<file path="config.mk">
export PLATFORM = sky130hd
export DESIGN_NAME = nvl_unit
export DESIGN_NICKNAME = d
export VERILOG_FILES = /design/src/rtl/nvl_pkg.sv /design/src/rtl/nvl_mux.sv /design/src/rtl/nvl_vec_not.sv /design/src/rtl/nvl_vec_and.sv /design/src/rtl/nvl_edge.sv /design/src/rtl/nvl_unit.sv
export SDC_FILE = /design/constraint.sdc
export NUM_CORES = 1
export LEC_CHECK = 0
export BUFFER_PORTS_ARGS = -buffer_cell sky130_fd_sc_hd__buf_2
export CORE_AREA = 4 4 74 76
export DETAILED_ROUTE_END_ITERATION = 10
export DIE_AREA = 0 0 78 80
export PLACE_DENSITY = 0.75
export SYNTH_ARGS = -nofsm -noshare
export SYNTH_HDL_FRONTEND = slang
export SYNTH_SLANG_ARGS = --single-unit
export TNS_END_PERCENT = 10
</file>
<file path="constraint.sdc">
create_clock -name clk -period 1.3 [get_ports clk]
set_input_delay 0.065 -clock clk [delete_from_list [all_inputs] [get_ports clk]]
set_output_delay 0.065 -clock clk [all_outputs]
set_load 0.01 [all_outputs]
</file>
<file path="src/rtl/nvl_pkg.sv">
package nvl_pkg;
   typedef logic [3:0] nv_t;

   localparam nv_t NV_U  = 4'd0;
   localparam nv_t NV_X  = 4'd1;
   localparam nv_t NV_F0 = 4'd2;
   localparam nv_t NV_F1 = 4'd3;
   localparam nv_t NV_Z  = 4'd4;
   localparam nv_t NV_W  = 4'd5;
   localparam nv_t NV_L  = 4'd6;
   localparam nv_t NV_H  = 4'd7;
   localparam nv_t NV_DC = 4'd8;

   // Out-of-range codes behave as forcing unknown.
   function automatic nv_t nv_clean(nv_t c);
      return (c > NV_DC) ? NV_X : c;
   endfunction

   // Reduction onto the three-state X/0/1 scale.
   function automatic nv_t nv_x01(nv_t c);
      nv_t v;
      v = nv_clean(c);
      if (v == NV_F0 || v == NV_L) return NV_F0;
      if (v == NV_F1 || v == NV_H) return NV_F1;
      return NV_X;
   endfunction

   function automatic nv_t nv_not(nv_t c);
      nv_t v;
      v = nv_clean(c);
      unique case (v)
         NV_U:        return NV_U;
         NV_F0, NV_L: return NV_F1;
         NV_F1, NV_H: return NV_F0;
         default:     return NV_X;
      endcase
   endfunction

   function automatic nv_t nv_and(nv_t a, nv_t b);
      nv_t ra, rb;
      ra = nv_x01(a);
      rb = nv_x01(b);
      if (ra == NV_F0 || rb == NV_F0) return NV_F0;
      if (ra == NV_F1 && rb == NV_F1) return NV_F1;
      if (nv_clean(a) == NV_U || nv_clean(b) == NV_U) return NV_U;
      return NV_X;
   endfunction

   function automatic logic nv_bit(nv_t c);
      return (nv_x01(c) == NV_F1);
   endfunction
endpackage

</file>
<file path="src/rtl/nvl_mux.sv">
module nvl_mux
   import nvl_pkg::*;
(
   input  logic [3:0] sel,
   input  logic [3:0] a,
   input  logic [3:0] b,
   output logic [3:0] y
);
   nv_t sel_lvl;

   always_comb begin
      sel_lvl = nv_x01(sel);
      if (sel_lvl == NV_F0)      y = nv_clean(a);
      else if (sel_lvl == NV_F1) y = nv_clean(b);
      else                       y = NV_X;
   end

   always_comb begin
      if (sel == NV_U || sel == NV_X || sel == NV_Z || sel == NV_W ||
          sel == NV_DC || sel > 4'd8)
         a_r3_unknown_sel: assert (y == NV_X);
   end
endmodule

</file>
<file path="src/rtl/nvl_vec_not.sv">
module nvl_vec_not
   import nvl_pkg::*;
#(
   parameter int LANES = 8
) (
   input  logic [4*LANES-1:0] vin,
   output logic [4*LANES-1:0] vout
);
   for (genvar i = 0; i < LANES; i++) begin : g_lane
      nv_t lane_in, lane_out;
      assign lane_in  = vin[4*i +: 4];
      assign lane_out = nv_not(lane_in);
      assign vout[4*i +: 4] = lane_out;

      always_comb begin
         if (lane_in == NV_F0 || lane_in == NV_L)
            a_r4_low_inverts: assert (vout[4*i +: 4] == NV_F1);
      end
   end
endmodule

</file>
<file path="src/rtl/nvl_vec_and.sv">
module nvl_vec_and
   import nvl_pkg::*;
#(
   parameter int LANES = 8,
   parameter int LEN_W = 4
) (
   input  logic [4*LANES-1:0] va,
   input  logic [4*LANES-1:0] vb,
   input  logic [LEN_W-1:0]   len_a,
   input  logic [LEN_W-1:0]   len_b,
   output logic [4*LANES-1:0] vout,
   output logic               err
);
   logic mismatch;
   assign mismatch = (len_a != len_b);
   assign err      = mismatch;

   for (genvar i = 0; i < LANES; i++) begin : g_lane
      nv_t la, lb;
      logic live;
      assign la   = va[4*i +: 4];
      assign lb   = vb[4*i +: 4];
      assign live = !mismatch && (i < int'(len_a));
      assign vout[4*i +: 4] = live ? nv_and(la, lb) : 4'd0;

      always_comb begin
         if (!err && (i < int'(len_a)) &&
             (la == NV_F0 || la == NV_L || lb == NV_F0 || lb == NV_L))
            a_r5_low_dominates: assert (vout[4*i +: 4] == NV_F0);
      end
   end

   always_comb begin
      if (len_a != len_b)
         a_r6_mismatch_zero: assert (vout == '0);
   end
endmodule

</file>
<file path="src/rtl/nvl_edge.sv">
module nvl_edge
   import nvl_pkg::*;
(
   input  logic       clk,
   input  logic       rst_n,
   input  logic [3:0] sig,
   output logic       rise,
   output logic       fall,
   output logic       bitv
);
   nv_t prev_q;
   logic seen_q;
   logic changed;

   always_ff @(posedge clk or negedge rst_n) begin
      if (!rst_n) begin
         prev_q <= NV_U;
         seen_q <= 1'b0;
      end else begin
         prev_q <= nv_clean(sig);
         seen_q <= 1'b1;
      end
   end

   assign changed = (nv_clean(sig) != prev_q);
   assign rise = rst_n && changed && nv_x01(sig) == NV_F1 && nv_x01(prev_q) == NV_F0;
   assign fall = rst_n && changed && nv_x01(sig) == NV_F0 && nv_x01(prev_q) == NV_F1;
   assign bitv = nv_bit(sig);

   a_r8_rise_from_low: assert property (@(posedge clk) disable iff (!rst_n)
      rise |-> seen_q && nv_x01($past(sig)) == NV_F0);
   a_r9_fall_from_high: assert property (@(posedge clk) disable iff (!rst_n)
      fall |-> seen_q && nv_x01($past(sig)) == NV_F1);
   a_r8_r9_exclusive: assert property (@(posedge clk) disable iff (!rst_n)
      !(rise && fall));
   a_r10_quiet_first: assert property (@(posedge clk) disable iff (!rst_n)
      !seen_q |-> !rise && !fall);
endmodule

</file>
<file path="src/rtl/nvl_unit.sv">
module nvl_unit
   import nvl_pkg::*;
#(
   parameter int VEC_MAX = 8,
   localparam int LEN_W = $clog2(VEC_MAX + 1),
   localparam int VW    = 4 * VEC_MAX
) (
   input  logic             clk,
   input  logic             rst_n,
   input  logic [3:0]       sel,
   input  logic [3:0]       mux_a,
   input  logic [3:0]       mux_b,
   output logic [3:0]       mux_y,
   input  logic [VW-1:0]    not_in,
   output logic [VW-1:0]    not_out,
   input  logic [VW-1:0]    and_a,
   input  logic [VW-1:0]    and_b,
   input  logic [LEN_W-1:0] len_a,
   input  logic [LEN_W-1:0] len_b,
   output logic [VW-1:0]    and_out,
   output logic             and_err,
   input  logic [3:0]       edge_in,
   output logic             edge_rise,
   output logic             edge_fall,
   output logic             edge_bit
);
   if (VEC_MAX < 1) begin : g_bad_width
      $error("nvl_unit: VEC_MAX must be at least 1");
   end

   nvl_mux u_mux (.sel(sel), .a(mux_a), .b(mux_b), .y(mux_y));

   nvl_vec_not #(.LANES(VEC_MAX)) u_not (.vin(not_in), .vout(not_out));

   nvl_vec_and #(.LANES(VEC_MAX), .LEN_W(LEN_W)) u_and (
      .va(and_a), .vb(and_b), .len_a(len_a), .len_b(len_b),
      .vout(and_out), .err(and_err)
   );

   nvl_edge u_edge (
      .clk(clk), .rst_n(rst_n), .sig(edge_in),
      .rise(edge_rise), .fall(edge_fall), .bitv(edge_bit)
   );
endmodule

</file>
== Yosys cells after proc, flatten, opt, wreduce, memory -nomap -nowiden ==
Cells that the tools add are included.
Storage, ports and cells
  register bits: 4
  bits of input ports: 122
  logic and storage cells: 578
  output and inout port bits: 72
Cells by class
  magnitude comparators: 37
  multiplexer cells: 276
  reductions and logical operators: 116
  equality and inequality tests: 148
Operators with widths (number)
  $mux W4: 163
  $eq A4 B2 Y1 const B: 92
  $eq A4 B3 Y1 const B: 54
  $gt A4 B4 Y1 const B: 29
  $mux W1: 105
  $logic_not A4 Y1: 24
  $logic_or A1 B1 Y1: 54
  $pmux W2 S3: 8
  $reduce_or A2 Y1: 16
  $logic_and A1 B1 Y1: 21
  $lt A3 B4 Y1 const A: 4
  $lt A1 B4 Y1 const A: 2
  $lt A2 B4 Y1 const A: 2
  $ne A4 B4 Y1: 2
  $logic_not A1 Y1: 1

== Logic depth before layout (Yosys ltp) ==
Gate-level depths: netlist of the first run.
  depth in word-level cells: 18
  depth in mapped cells: 5
  gate-level depth less buffers: 4

== Hierarchy ==
A second synthesis of the first run with hierarchy kept.
Second synthesis, totals
  cells, all modules: 187
  area total of the unflattened synthesis: 1275.0 um^2
Modules (own cells, without submodules)
  nvl_vec_and: area each 718.2 um^2, times used 1, cells each 113
  nvl_vec_not: area each 300.3 um^2, times used 1, cells each 47
  nvl_edge: area each 147.6 um^2, times used 1, cells each 12
  nvl_mux: area each 108.9 um^2, times used 1, cells each 15

== Worst setup path before layout of the first run ==
OpenSTA, ideal clock, no wires.
  path type: input-to-output
  start: input len_a[1]
  end: output and_out[16]
  cell stages on the path: 5
  path slack: 0.139 ns
  arrival time: 1.096 ns
  buffers on the path: 1
  path through: buf_2 > xnor2_1 > and2_2 > o21ai_2 > nor4_1
On the way
  longest elaborated chain between the ends: 4
  elaborated cells between the ends (all ways): 5
RTL lines
  start, declared: RTL line nvl_unit.sv:18  | input logic [LEN_W-1:0] len_a,
  parallel branches: the longest is 2 deep, another holds $lt A3 B4 Y1
  $logic_and A1 B1 Y1 (*)
  $mux W4 (*): RTL line nvl_vec_and.sv:24  | assign vout[4*i +: 4] = live ? nv_and(la, lb) : 4'd0;
  end, declared: RTL line nvl_unit.sv:20  | output logic [VW-1:0] and_out,
Every way passes the cells marked *.

== Worst setup path in the final report of the first run ==
  start: input len_b[2]
  end: output and_out[21]
On the way
  longest elaborated chain between the ends: 4
RTL lines
  start, declared: RTL line nvl_unit.sv:19  | input logic [LEN_W-1:0] len_b,
  $ne A4 B4 Y1
  $logic_not A1 Y1: RTL line nvl_vec_and.sv:23  | assign live = !mismatch && (i < int'(len_a));
  $logic_and A1 B1 Y1: RTL line nvl_vec_and.sv:23
  $mux W4: RTL line nvl_vec_and.sv:24
No other way between the ends.

==> run summary, run 1 <==
Core Rows = 25
outcome = complete, no violations
clk root buf = clkbuf_8
final wirelength = 4570 microns
Yosys warnings = 0
Synth Instances = 203
routability congestion estimate from global placement = 0.715
synthesized area = 0.00131 sq mm
Synth Register Bits = 3
GRT Overall Usage = 13.0%
number of flip-flops in the largest register = 3
Hold Path End = u_edge.prev_q[3]
vias per cell = 4.38
min Tclk post-route = 1.20 ns
top-area cell type share of the netlist area = 18.3%
Largest regs = u_edge.prev_q (3)
DRT iter0 DRCs = 33
initial antenna violation count = 0
routed vias = 1901
Min-Delay Path Class = input pin to register
peak supply drop = 309 uV
Hold Path Origin = edge_in[2]
die area = 0.00624 sq mm
first-pass GRT wire length = 7000 microns
power per cell area = 424 mW/mm^2
PnR Total Power = 0.912 mW
cells along the critical path = buf_2 > xnor2_2 > and3_4 > a21oi_2 > nor4b_2 > buf_2
Die W = 78 microns
Lkg Pwr = 1.19 nW
Final WS setup = 0.0995 ns
Area Overhead vs Synth = 64.1%
share of flip-flops with an asynchronous set or reset = 100%
cts bufs inserted = 3
f_max = 833 MHz
clock sink count = 3
count of cell types in the netlist = 39
fin. max-slew vios = 0
number of flops mapped to enable cells by yosys = 0
Synth area leader = buf_4
# setup viols final = 0
Worst-path clk slew = 0.03 ns
post-CTS setup buffers = 0
DR WL/cell = 10.5 microns
Top Ports = 194
vias in the first global route = 1820
max cap viols = 0
element type at the critical path end = output port
register area share after synthesis = 5.72%
layout cells sized above 1 = 50.4%
DPL Wire Length = 4260 microns
height of the chip = 80 microns
core area = 0.00472 sq mm
area of the multi-input gates = 0.00106 sq mm
total negative slack = 0 ns
final antenna-violating net count = 0
cell total after placement = 429
Fillers = 507
Final Instance Count excl. Fillers = 434
Slowest cell on crit path = and3_4
router iterations before antenna repair = 4
CTS tree = built
main flop type after synthesis = dfrtp_1
clock buffer depth = 2
final hold violations = 0
total gr overflow = 0
WHS = 0.0389 ns
Final Cycle Share = 92.3%
CP most frequent cell = buf_2
family with the most delay on the worst path = simple AND/OR/NAND/NOR gates
RSZ-0062 raised after global routing = false
antenna fix cells = 0
Worst Path Required = 1.24 ns
IO buf count = 160
Reg area = 75.1 sq um
DRC = 0
startpoint types = input pin
dominant cells by area after synthesis = buf_4, a211oi_1, dfrtp_1
CP max FO = 7
CP max stage delay = 0.24 ns
dpl ws = 0.0441 ns
Initial Util = 27.8%
H-tree Lvls = 1
fin nets = 490
CP arrival = 1.14 ns
Hold Path Stages = 2
largest net degree at the start of global routing = 9
Largest Register = u_edge.prev_q
Avg Inst Size Synth = 6.47 sq um
CP Class = input pin to output port
worst path buffer plus inverter count = 2
kinds of logic (layout without fill, tap and decap cells):
group           Yosys count  after routing  synth area share, %
compound gates           54             54                 26.6
xor+xnor                  4              4                 3.24
buf+inv                  52            185                 24.2
flops                     3              3                 5.72
other cells               1             32                0.286
simple gates             89             89                 39.9
layout make-up:
class	instances	area share (%)
multi-input combinational	179	49.0
timing repair buffer	163	38.3
tap	67	3.89
sequential	3	3.49
inverter	18	3.14
clock buffer	4	2.09
worst max-delay path by stage:
stage              from           to  cells past startpoint
2_1_floorplan  len_a[1]  and_out[16]                      5
3_3_place_gp   len_a[0]  and_out[16]                      6
3_5_place_dp   len_a[0]  and_out[16]                      6
4_1_cts        len_a[0]  and_out[16]                      6
5_1_grt        len_b[3]   and_out[4]                      6
6_report       len_b[2]  and_out[21]                      6
per-layer routing:
| metal | part of all wire (%) | global-route usage, % | wire length, microns | vias to the layer above |
|---|---|---|---|---|
| met3 | 9.6 | 1.92 | 438 | 4 |
| met1 | 33 | 13.1 | 1500 | 820 |
| met4 | 1.0 | 2.27 | 46 | 0 |
| met5 | 0 | 0 | 0 | - |
| li1 | - | - | - | 985 |
| met2 | 57 | 27.7 | 2590 | 92 |
repair_timing:
action,in CTS,in global routing
hold buffers,1,0
endpoints found under the hold margin,3,0
gates resized for setup,0,5
setup endpoints to repair,0,4
placed cells by master, fill, tap and decap left out, types with 4 or more instances in the layout:
cell      instances
nor2b_1           9
a21boi_0          4
nand2b_1          6
a211oi_1         13
o21ai_0          12
a21oi_1          12
nor3_1           13
nand2_1           9
nor2_1           15
buf_2           160
conb_1           32
or2_2             8
nor3b_1           6
nand3_1           6
inv_1            18
stage by stage:
stage | cell area [sq um] | util [%]
after floorplan | 1430 | -
after global placement | 2080 | 44.0
after detailed placement | 2080 | 44.0
after CTS | 2130 | 45.2
after global routing | 2150 | 45.6
final | 2150 | 45.6
synthesized netlist by cell type, types with 3 or more instances:
master	n
nand2_1	9
o21ai_0	13
a21boi_0	4
nor3b_1	6
or2_2	8
inv_1	18
dfrtp_1	3
nor3_1	13
nand3_1	6
nand2b_1	6
xnor2_1	3
nor2_1	15
and3_1	3
buf_4	32
a32oi_1	3
a211oi_1	13
nor2b_1	9
a21oi_1	13
report_power, final:
part           total, mW  leakage (nW)  internal [mW]  switching, mW
logic              0.548          1.13          0.269          0.279
clock network      0.264        0.0228          0.209         0.0553
registers         0.0999        0.0372         0.0984        0.00154
total              0.912          1.19          0.576          0.336
Power figures use the tool's default switching activity.
==> run 2: changes to the inputs <==
GPL_TIMING_DRIVEN = 0   (was unset)
==> run summary, run 2 (synthesis results as in run 1) <==
layout cells sized above 1 = 54.9% (+4.5 points)
GR met3 Demand/Resource = 2.82% (+0.90 points)
most common cell after layout, fill and taps aside = buf_2
Initial Util = 27.8% (unchanged)
Core Rows = 25 (unchanged)
CTS tree = built
DR WL/cell = 10.3 microns (-1.9%)
family with the most delay on the worst path = simple AND/OR/NAND/NOR gates
max cap viols = 0 (unchanged)
height of the chip = 80 microns (unchanged)
Hold Path Stages = 2 (unchanged)
Largest regs = u_edge.prev_q (3)
Lkg Pwr = 1.38 nW (+16%)
RSZ-0062 raised after global routing = true
CP arrival = 1.20 ns (+0.06 ns)
Final Cycle Share = 96.9% (+4.6 points)
router iterations before antenna repair = 4 (unchanged)
clock buffer depth = 2 (unchanged)
routed vias = 1969 (+3.6%)
CP most frequent cell = buf_2
final wirelength = 4820 microns (+5.4%)
final antenna-violating net count = 0 (unchanged)
Largest Register = u_edge.prev_q
antenna fix cells = 0 (unchanged)
clk root buf = clkbuf_8
first-pass GRT wire length = 7160 microns (+2.3%)
outcome = complete, no violations
IO buf count = 158 (-1.3%)
cells along the critical path = buf_2 > xnor2_4 > and3_4 > a21oi_2 > nor4b_2 > buf_2
Finished Cell Area = 0.00243 sq mm (+13%)
min Tclk post-route = 1.26 ns (+0.0598 ns)
cell total after placement = 459 (+7.0%)
number of flip-flops in the largest register = 3 (unchanged)
Slowest cell on crit path = nor4b_2
GRT Overall Usage = 13.5% (+0.50 points)
H-tree Lvls = 1 (unchanged)
Die W = 78 microns (unchanged)
clock sink count = 3 (unchanged)
fin. max-slew vios = 0 (unchanged)
DP Area = 0.00230 sq mm (+11%)
final hold violations = 0 (unchanged)
routability congestion estimate from global placement = 0.759 (+6.2%)
grt met1 use = 13.2% (+0.076 points)
power per cell area = 410 mW/mm^2 (-3.2%)
Top Ports = 194 (unchanged)
dpl ws = -0.00202 ns (-0.0461 ns)
total gr overflow = 0 (unchanged)
DRC = 0 (unchanged)
cts bufs inserted = 3 (unchanged)
peak supply drop = 302 uV (-2.4%)
DPL Wire Length = 4420 microns (+3.8%)
Min-Delay Path Class = input pin to register
Final WS setup = 0.0397 ns (-0.0598 ns)
DRT iter0 DRCs = 23 (-30%)
CP Class = input pin to output port
met2 GRT Util = 28.9% (+1.2 points)
largest net degree at the start of global routing = 9 (unchanged)
CP max FO = 7 (unchanged)
Area Overhead vs Synth = 85.2%
worst path buffer plus inverter count = 2 (unchanged)
fin nets = 522 (+6.5%)
core area = 0.00472 sq mm (unchanged)
most frequent cells in the layout = buf_2, buf_4, conb_1
f_max = 793 MHz (-4.7%)
# setup viols final = 0 (unchanged)
initial antenna violation count = 0 (unchanged)
CP max stage delay = 0.26 ns (+0.02 ns)
Final Instance Count excl. Fillers = 466 (+7.4%)
most used routing layer = met2
vias per cell = 4.23 (-3.5%)
die area = 0.00624 sq mm (unchanged)
vias in the first global route = 1834 (+0.77%)
Crit path depth = 6 (unchanged)
Worst-path clk slew = 0.03 ns (about the same)
startpoint types = input pin
element type at the critical path end = output port
Worst Path Required = 1.24 ns (about the same)
## run 2: cell types whose count changed in the layout (fill, tap and decap cells not counted), sizes merged
cell,delta
buf,+31
dlymetal6s4s,+1
## run 2: timing repair
item	in CTS	in global routing
resized for setup	1	12
hold buffers	1	1
endpoints found under the setup margin	1	14
endpoints found under the hold margin	3	3
buffers inserted	0	1
pin swaps	0	3
## run 2: path summary, 6_finish.rpt
path                             from                to  slack (ns)
setup / recovery             len_b[2]       and_out[21]        0.04
hold / removal             edge_in[2]  u_edge.prev_q[3]        0.04
max in group asynchronous       rst_n  u_edge.prev_q[0]        0.67
min in group asynchronous       rst_n  u_edge.prev_q[3]        0.40
## run 2: layout make-up
| class | count | area [sq um] |
|---|---|---|
| fillers | 467 | 2290 |
| plain buffers | 34 | 250 |
| repair buffers | 161 | 827 |
| well taps | 67 | 83.8 |
| inverters | 18 | 67.6 |
| clock buffers | 4 | 45.0 |
| multi-input cells | 179 | 1080 |
| flip-flops and latches | 3 | 75.1 |
## run 2: where the power goes
| group | internal, mW | switching [mW] | total (mW) |
|---|---|---|---|
| clock network | 0.209 | 0.0554 | 0.264 |
| logic | 0.336 | 0.297 | 0.632 |
| registers | 0.0984 | 0.00207 | 0.101 |
| total | 0.643 | 0.354 | 0.997 |
## run 2: metal layers
| metal | wire [microns] | vias to the layer above |
|---|---|---|
| met3 | 438 | 2 |
| met1 | 1590 | 828 |
| met2 | 2760 | 90 |
| li1 | - | 1049 |
| met5 | 0 | - |
| met4 | 24 | 0 |
## run 2: through the flow
step / power (mW) / util [%] / hold slack [ns] / setup TNS (ns)
finish: 0.997 / 51.5 / 0.0389 / 0
CTS: 0.974 / 50.0 / 0.0372 / 0
floorplan: 0.422 / - / -0.231 / 0
global route: 1.09 / 51.5 / 0.0453 / -0.110
global placement: 0.690 / 48.8 / -0.134 / -0.00820
detailed placement: 0.701 / 48.8 / -0.134 / -0.00202
